$ cat src/rtl/regdec_pkg.sv
package regdec_pkg;

  // Fixed split of the word address below the region bits
  localparam int OFF_W    = 6;
  localparam int BANK_LSB = OFF_W;
  localparam int BANK_W   = 4;

  // Decoded selection for one bus cycle
  typedef struct packed {
    logic             hit_rw;  // a control word is addressed
    logic             hit_ro;  // a status word is addressed
    logic [OFF_W-1:0] idx;     // word index within its group
  } sel_t;

endpackage

$ cat src/rtl/regdec_decode.sv
module regdec_decode
  import regdec_pkg::*;
#(
  parameter int unsigned    ADDR_W     = 14,
  parameter logic [13:0]    BASE_WADDR = 14'h2000,
  parameter int unsigned    USER_BANK  = 7,
  parameter int unsigned    NUM_RW     = 4,
  parameter int unsigned    NUM_RO     = 4
) (
  input  logic [ADDR_W-1:0] addr,
  output sel_t              sel
);

  localparam int REG_LSB = BANK_LSB + BANK_W;
  localparam int REG_W   = ADDR_W - REG_LSB;

  logic [REG_W-1:0]  region_bits;
  logic [BANK_W-1:0] bank_bits;
  logic [OFF_W-1:0]  off_bits;
  logic [31:0]       off_ext;
  logic              region_hit;
  logic              bank_hit;
  logic              rw_range;
  logic              ro_range;

  assign region_bits = addr[ADDR_W-1:REG_LSB];
  assign bank_bits   = addr[REG_LSB-1:BANK_LSB];
  assign off_bits    = addr[OFF_W-1:0];
  assign off_ext     = {{(32-OFF_W){1'b0}}, off_bits};

  always_comb begin
    region_hit = (region_bits == BASE_WADDR[ADDR_W-1:REG_LSB]);
    bank_hit   = (bank_bits == BANK_W'(USER_BANK));
    rw_range   = (off_ext < NUM_RW);
    ro_range   = (off_ext >= NUM_RW) && (off_ext < (NUM_RW + NUM_RO));
  end

  always_comb begin
    sel.hit_rw = region_hit && bank_hit && rw_range;
    sel.hit_ro = region_hit && bank_hit && ro_range;
    if (rw_range) sel.idx = off_bits;
    else          sel.idx = off_bits - OFF_W'(NUM_RW);
  end

endmodule

$ cat src/rtl/regdec_rw_bank.sv
module regdec_rw_bank #(
  parameter int unsigned DATA_W = 32,
  parameter int unsigned NUM_RW = 4
) (
  input  logic                     clk,
  input  logic                     rst_n,
  input  logic [NUM_RW-1:0]        we,
  input  logic [DATA_W-1:0]        wdata,
  output logic [NUM_RW*DATA_W-1:0] q_flat
);

  for (genvar k = 0; k < NUM_RW; k++) begin : g_word
    logic [DATA_W-1:0] q;
    logic [DATA_W-1:0] d;

    // next-state
    always_comb begin
      d = q;
      if (we[k]) d = wdata;
    end

    // register with explicit enable
    always_ff @(posedge clk or negedge rst_n) begin
      if (!rst_n)     q <= '0;
      else if (we[k]) q <= d;
    end

    assign q_flat[k*DATA_W +: DATA_W] = q;
  end

endmodule

$ cat src/rtl/regdec_rd_mux.sv
module regdec_rd_mux
  import regdec_pkg::*;
#(
  parameter int unsigned DATA_W = 32,
  parameter int unsigned NUM_RW = 4,
  parameter int unsigned NUM_RO = 4
) (
  input  logic                     clk,
  input  logic                     rst_n,
  input  logic                     rd_en,
  input  sel_t                     sel,
  input  logic [NUM_RW*DATA_W-1:0] rw_flat,
  input  logic [NUM_RO*DATA_W-1:0] ro_flat,
  output logic [DATA_W-1:0]        rdata
);

  logic [DATA_W-1:0] pick;
  logic [DATA_W-1:0] rdata_d;
  logic [DATA_W-1:0] rdata_q;

  // select the addressed word; anything unmatched stays zero
  always_comb begin
    pick = '0;
    for (int k = 0; k < NUM_RW; k++) begin
      if (sel.hit_rw && (sel.idx == OFF_W'(k))) pick = rw_flat[k*DATA_W +: DATA_W];
    end
    for (int j = 0; j < NUM_RO; j++) begin
      if (sel.hit_ro && (sel.idx == OFF_W'(j))) pick = ro_flat[j*DATA_W +: DATA_W];
    end
  end

  always_comb begin
    rdata_d = rdata_q;
    if (rd_en) rdata_d = pick;
  end

  always_ff @(posedge clk or negedge rst_n) begin
    if (!rst_n)     rdata_q <= '0;
    else if (rd_en) rdata_q <= rdata_d;
  end

  assign rdata = rdata_q;

endmodule

$ cat src/rtl/regbank_decoder.sv
module regbank_decoder
  import regdec_pkg::*;
#(
  parameter int unsigned ADDR_W     = 14,
  parameter int unsigned DATA_W     = 32,
  parameter logic [13:0] BASE_WADDR = 14'h2000,
  parameter int unsigned USER_BANK  = 7,
  parameter int unsigned NUM_RW     = 4,
  parameter int unsigned NUM_RO     = 4,
  parameter int unsigned TSR_REG    = 2,
  parameter int unsigned TSR_BIT    = 0
) (
  input  logic                     clk,
  input  logic                     rst_n,
  input  logic [ADDR_W-1:0]        addr,
  input  logic [DATA_W-1:0]        wdata,
  input  logic                     wr_en,
  input  logic                     rd_en,
  output logic [DATA_W-1:0]        rdata,
  input  logic [NUM_RO*DATA_W-1:0] status_in,
  output logic [NUM_RW*DATA_W-1:0] ctrl_out,
  output logic                     ts_reset
);

  localparam int TSR_POS = TSR_REG * DATA_W + TSR_BIT;

  sel_t                     sel;
  logic [NUM_RW-1:0]        we;
  logic [NUM_RW*DATA_W-1:0] rw_flat;

  regdec_decode #(
    .ADDR_W     (ADDR_W),
    .BASE_WADDR (BASE_WADDR),
    .USER_BANK  (USER_BANK),
    .NUM_RW     (NUM_RW),
    .NUM_RO     (NUM_RO)
  ) u_decode (
    .addr (addr),
    .sel  (sel)
  );

  // one write enable per control word; status words get none
  for (genvar k = 0; k < NUM_RW; k++) begin : g_we
    assign we[k] = wr_en && sel.hit_rw && (sel.idx == OFF_W'(k));
  end

  regdec_rw_bank #(
    .DATA_W (DATA_W),
    .NUM_RW (NUM_RW)
  ) u_rw_bank (
    .clk    (clk),
    .rst_n  (rst_n),
    .we     (we),
    .wdata  (wdata),
    .q_flat (rw_flat)
  );

  regdec_rd_mux #(
    .DATA_W (DATA_W),
    .NUM_RW (NUM_RW),
    .NUM_RO (NUM_RO)
  ) u_rd_mux (
    .clk     (clk),
    .rst_n   (rst_n),
    .rd_en   (rd_en),
    .sel     (sel),
    .rw_flat (rw_flat),
    .ro_flat (status_in),
    .rdata   (rdata)
  );

  assign ctrl_out = rw_flat;
  assign ts_reset = rw_flat[TSR_POS];

endmodule

$ cat config.mk
export PLATFORM = sky130hd
export DESIGN_NAME = regbank_decoder
export DESIGN_NICKNAME = d
export VERILOG_FILES = /design/src/rtl/regdec_pkg.sv /design/src/rtl/regdec_decode.sv /design/src/rtl/regdec_rw_bank.sv /design/src/rtl/regdec_rd_mux.sv /design/src/rtl/regbank_decoder.sv
export SDC_FILE = /design/constraint.sdc
export NUM_CORES = 1
export LEC_CHECK = 0
export CORE_UTILIZATION = 48
export CTS_CLUSTER_DIAMETER = 80
export CTS_CLUSTER_SIZE = 30
export DETAILED_ROUTE_END_ITERATION = 8
export GPL_TIMING_DRIVEN = 0
export PLACE_DENSITY = 0.87
export SLEW_MARGIN = 20
export SYNTH_ARGS = -nofsm -noshare
export SYNTH_HDL_FRONTEND = slang
export SYNTH_SLANG_ARGS = --single-unit
$ cat constraint.sdc
create_clock -name clk -period 1.7 [get_ports clk]
set_input_delay 0.17 -clock clk [delete_from_list [all_inputs] [get_ports clk]]
set_output_delay 0.17 -clock clk [all_outputs]
set_load 0.05 [all_outputs]
# After elaboration in Yosys (flattened, before gate mapping)

Index checks and enable logic that the tools add are counted.

Add/subtract/negate cells: 1
Order comparisons: 3
Equal/unequal tests: 5
Muxes and demuxes: 9
Reduce and logical (&&, ||, !) cells: 18

Operators with widths:

| operator            | count |
|---|---|
| $mux 32             | 8 |
| $logic_and 1x1->1   | 17 |
| $eq 6x2->1 const B  | 2 |
| $eq 6x1->1 const B  | 1 |
| $ge 6x3->1 const B  | 1 |
| $logic_not 6->1     | 1 |
| $lt 6x3->1 const B  | 1 |
| $lt 6x4->1 const B  | 1 |
| $mux 6              | 1 |
| $sub 6x3->6 const B | 1 |
| $eq 4x3->1 const B  | 1 |
| $eq 4x4->1 const B  | 1 |

Flip-flop bits (word level): 160
Input port bits: 178
Output and inout port bits: 161
Word-level logic and storage cells: 41

# Longest topological paths before layout

Word-level depth: 12
Mapped depth: 11

# Cells and area by module

A second synthesis with hierarchy kept.

Cell total of the unflattened synthesis: 595
Area, all modules: 9011.1 um^2

Modules (own cells, without submodules):

| module          | times used | cells an instance | area each (um^2) |
|---|---|---|---|
| regdec_rw_bank  | 1          | 272               | 5380.2 |
| regdec_rd_mux   | 1          | 293               | 3390.8 |
| regdec_decode   | 1          | 22                | 176.4 |
| regbank_decoder | 1          | 8                 | 63.8 |

# Worst setup path after synthesis

OpenSTA, ideal clock, no wires.

Path type: input -> register
Start: input port addr[3]
End: register u_rd_mux.rdata_q[10], in the netlist u_rd_mux.rdata[10]
Setup time: 126 ps
Arrival time: 2134 ps
Required time: 1574 ps
Slack: -561 ps
Cell stages on the path: 10
Path buffers: 2
Cell sequence: inv_1 -> ha_1 -> or4b_4 -> buf_6 -> o22a_1 -> or3_1 -> clkbuf_1 -> o21ai_1 -> a31oi_1 -> a311o_1

Word-level cells in the longest chain between the ends: 12

Ends and longest elaborated chain:

| element                                   | line                                     | source |
|---|---|---|
| start: declaration                        | regbank_decoder.sv:15                    | `input logic [ADDR_W-1:0] addr,` |
| $sub 6x3->6 or $lt 6x3->1 (tied branches) | regdec_decode.sv:42, regdec_decode.sv:34 |  |
| $mux 6                                    | regdec_decode.sv:41                      | `if (rw_range) sel.idx = off_bits;` |
| $logic_not 6->1                           | regdec_rd_mux.sv:25, regdec_rd_mux.sv:28 |  |
| $logic_and 1x1->1                         | regdec_rd_mux.sv:25                      | `if (sel.hit_rw && (sel.idx == OFF_W'(k))) pick = rw_flat[k*DATA_W +: DATA_W];` |
| $mux 32 (4 in a row)                      | regdec_rd_mux.sv:25                      |  |
| $mux 32 (3 in a row)                      | regdec_rd_mux.sv:28                      | `if (sel.hit_ro && (sel.idx == OFF_W'(j))) pick = ro_flat[j*DATA_W +: DATA_W];` |
| $mux 32 (*)                               | regdec_rd_mux.sv:28                      |  |
| end signal: assignment                    | regdec_rd_mux.sv:39                      | `else if (rd_en) rdata_q <= rdata_d;` |
| end: declaration                          | regdec_rd_mux.sv:19                      | `logic [DATA_W-1:0] rdata_q;` |

Every way passes the cells marked *; elsewhere a longest branch is shown, timed or not.
A chain may end at the register's enable or synchronous reset.

# Worst setup path after layout

Start: input port addr[3]
End: register u_rd_mux.rdata_q[16], in the netlist u_rd_mux.rdata[16]

The elaborated chain is that of the path after synthesis.

==> results.yml <==
outcome:
  outcome: "finished with violations"
  violations: "DRC, setup timing"
power:
  p_leak_uw: 0.007070
  p_per_area_nw_per_um2: 616.2
  ir_drop_mv: 0.7771
layout:
  layout.cells.most_common_list: "dlygate4sd2_1, clkdlybuf4s50_1, dfrtp_1"
  drive_gt1_share_pct: 32.15
  nFillCells: 969
  final_area_um2: 14500
  final_cells: 1443
  syn_to_final_growth_pct: 69.74
  final_common_cell: "dlygate4sd2_1"
  finalNetCount: 1383
drt:
  ant_nets: 0
  vias: 9006
  wirelength_mm: 37.63
  drt_iter0_markers: 698
  remaining_drc_errors: 2
  wl_per_cell_um: 26.08
  via_per_inst: 6.241
  dr.pass1.iters: 8
critical_path:
  crit_type: "input port to register"
  path_delay_family: "simple AND/OR/NAND/NOR gates"
  crit_path_top_delay_cell: "or4b_4"
  crit_path_end_kind: "register"
  cp_num_buf_inv: 2
  start_kind: "input port"
  critPathArrivalTime_ns: 2.26
  cp.required_ns: 2.01
  critical-path-max-stage-delay_ns: 0.52
  path_max_fanout: 6
  path_cells: "buf_12 > inv_12 > ha_4 > or4b_4 > o22a_4 > or3_4 > o21ai_4 > a31oi_4 > a311o_1"
sta:
  setup_viol: 127
  fin_crit_ns: 1.946
  period_share_pct: 114.5
  rsz0062_at_grt: "true"
  slew_viol_final: 0
  final.setup.tns_ns: -15.85
  fin_ws_ns: -0.2464
  hold_viol_final: 0
  skew_ns: 0.01028
  relSlewSlack_pct: 53.94
  holdWs_ns: 0.3016
  tightestPinTransition_ns: 0.6936
  fmax_mhz: 513.8
global_routing:
  grt_max_degree: 84
  grt_use_met2_pct: 66.72
  use_met3_pct: 10.55
  grt-ovfl-total: 0
  top_usage_layer: "met2"
  grt_usage_pct: 40.04
  grt_pass1_wl_mm: 53.77
  use_met1_pct: 47.53
  grt_pass1_vias: 9016
  antenna_found_initial: 2
logic_synthesis:
  async_reset_ff_share_pct: 100.0
  postSynthAreaPerCell_um2: 10.82
  synth-edff-count: 0
  synth.yosys.seq_area_share_pct: 46.89
  ys_ff_latch: 160
  syn_inst: 789
  synthesis.area_um2: 8539
  synth_nets: 969
  ys.flop_type: "dfrtp_1"
  synth_cell_types: 56
  yosysWarnings: 0
die:
  start_util_pct: 49.20
  die_x_um: 135.4
  die_area_um2: 18330
  rows: 48
  io_pins: 339
  fp.dieH_um: 135.4
  core_um2: 17360
place:
  dp_hpwl_mm: 24.81
  placed_area_um2: 12430
  gp_congestion: 0.9322
  dp_cells: 1351
  port_buffers: 336
clocking:
  cts_tree: "built"
  root_buffer: "clkbuf_16"
  clkTransAtPathRegs_ns: 0.07
  htreeDepth: 4
  clockBufferDepth: 2
  clk_latency_ns: 0.43
  numCtsBuffers: 17
  cts_sinks: 160
run:
  maxCapViolCount: 0
min_path:
  hold_path_class: "input port to asynchronous set/reset pin"
## routing by layer
metal  part of all wire (%)  up-vias
li1                       -     3772
met1                     37     4471
met2                     48      623
met3                    9.7      140
met4                    5.3        0
met5                      0        -
## registers in the layout (all words and copies together) (netlist names)
signal              count
u_rw_bank.g_word.q    128
u_rd_mux.rdata         32
## cells by family after synthesis
group / count (synthesis) / synth area share [%]
AO/OA/AOI/OAI: 205 / 16.70
XOR/XNOR: 1 / 0.1026
adder cells (fa/ha/maj): 2 / 0.2930
buffers and inverters: 90 / 4.601
flip-flops: 160 / 46.89
multiplexers: 160 / 20.72
AND/OR/NAND/NOR: 171 / 10.70
## path summary, 6_finish.rpt
kind | startpoint | endpoint | slack [ns] | cells past startpoint
setup / recovery | addr[3] | u_rd_mux.rdata[16] | -0.25 | 9
hold / removal | rst_n | u_rw_bank.g_word[1].q[17] | 0.30 | 2
setup reg to reg | u_rw_bank.g_word[2].q[2] | u_rd_mux.rdata[2] | 0.20 | 6
hold reg to reg | u_rd_mux.rdata[28] | u_rd_mux.rdata[28] | 0.52 | 2
max in group asynchronous | rst_n | u_rw_bank.g_word[0].q[4] | 0.56 | 3
min in group clk | status_in[3] | u_rd_mux.rdata[3] | 0.38 | 3
## cell usage after synthesis (all sizes together), types with 3 or more instances
master | instances | share of area, %
nor2 | 78 | 3.4
a311o | 5 | 0.59
clkbuf | 30 | 1.3
o22ai | 8 | 0.59
o21a | 6 | 0.62
nand2b | 12 | 0.88
nand2 | 19 | 0.84
o21ai | 63 | 3.7
mux2 | 134 | 18
and3 | 4 | 0.29
a31o | 5 | 0.51
mux2i | 26 | 3.0
o2bb2ai | 3 | 0.31
nand3b | 14 | 1.2
a22oi | 6 | 0.53
nor4 | 6 | 0.97
nand4 | 5 | 0.37
o31ai | 5 | 0.44
nand3 | 7 | 0.41
a211oi | 23 | 2.0
buf | 31 | 2.0
nor3 | 5 | 0.29
o211ai | 16 | 1.5
a21oi | 22 | 1.3
inv | 29 | 1.3
a221o | 3 | 0.35
a31oi | 6 | 0.44
o221ai | 31 | 3.5
nor2b | 7 | 0.51
or3 | 3 | 0.28
dfrtp | 160 | 47
## timing repair
action | CTS | global route
hold buffers | 1 | 0
pin swaps | 44 | 26
setup endpoints to repair | 321 | 158
cloned | 8 | 4
setup buffers | 37 | 12
endpoints found under the hold margin | 82 | 0
resized for setup | 361 | 56
## per-stage QoR
stage	setup slack (ns)	power [µW]	utilization (%)
after floorplan	-0.4332	4401	-
after global routing	-0.2654	9188	83.50
after CTS	-0.2333	8865	81.08
after global placement	-5.977	5118	71.45
final	-0.2464	8932	83.51
after detailed placement	-1.754	5136	71.64
## area by class of cell
class | count | area (µm²) | area share [%]
multi-input cells | 539 | 4938 | 34.07
repair buffers | 399 | 3975 | 27.42
diodes | 2 | 5.005 | 0.03453
plain buffers | 57 | 588.1 | 4.057
clock inverters | 14 | 150.1 | 1.036
clock buffers | 18 | 429.2 | 2.961
inverters | 29 | 123.9 | 0.8546
well taps | 225 | 281.5 | 1.942
flip-flops and latches | 160 | 4004 | 27.62
## report_power, final
part | internal, µW | switching, µW
logic | 603 | 689
clock network | 2070 | 1700
registers | 3850 | 27.4
(Power assumes the default switching activity.)
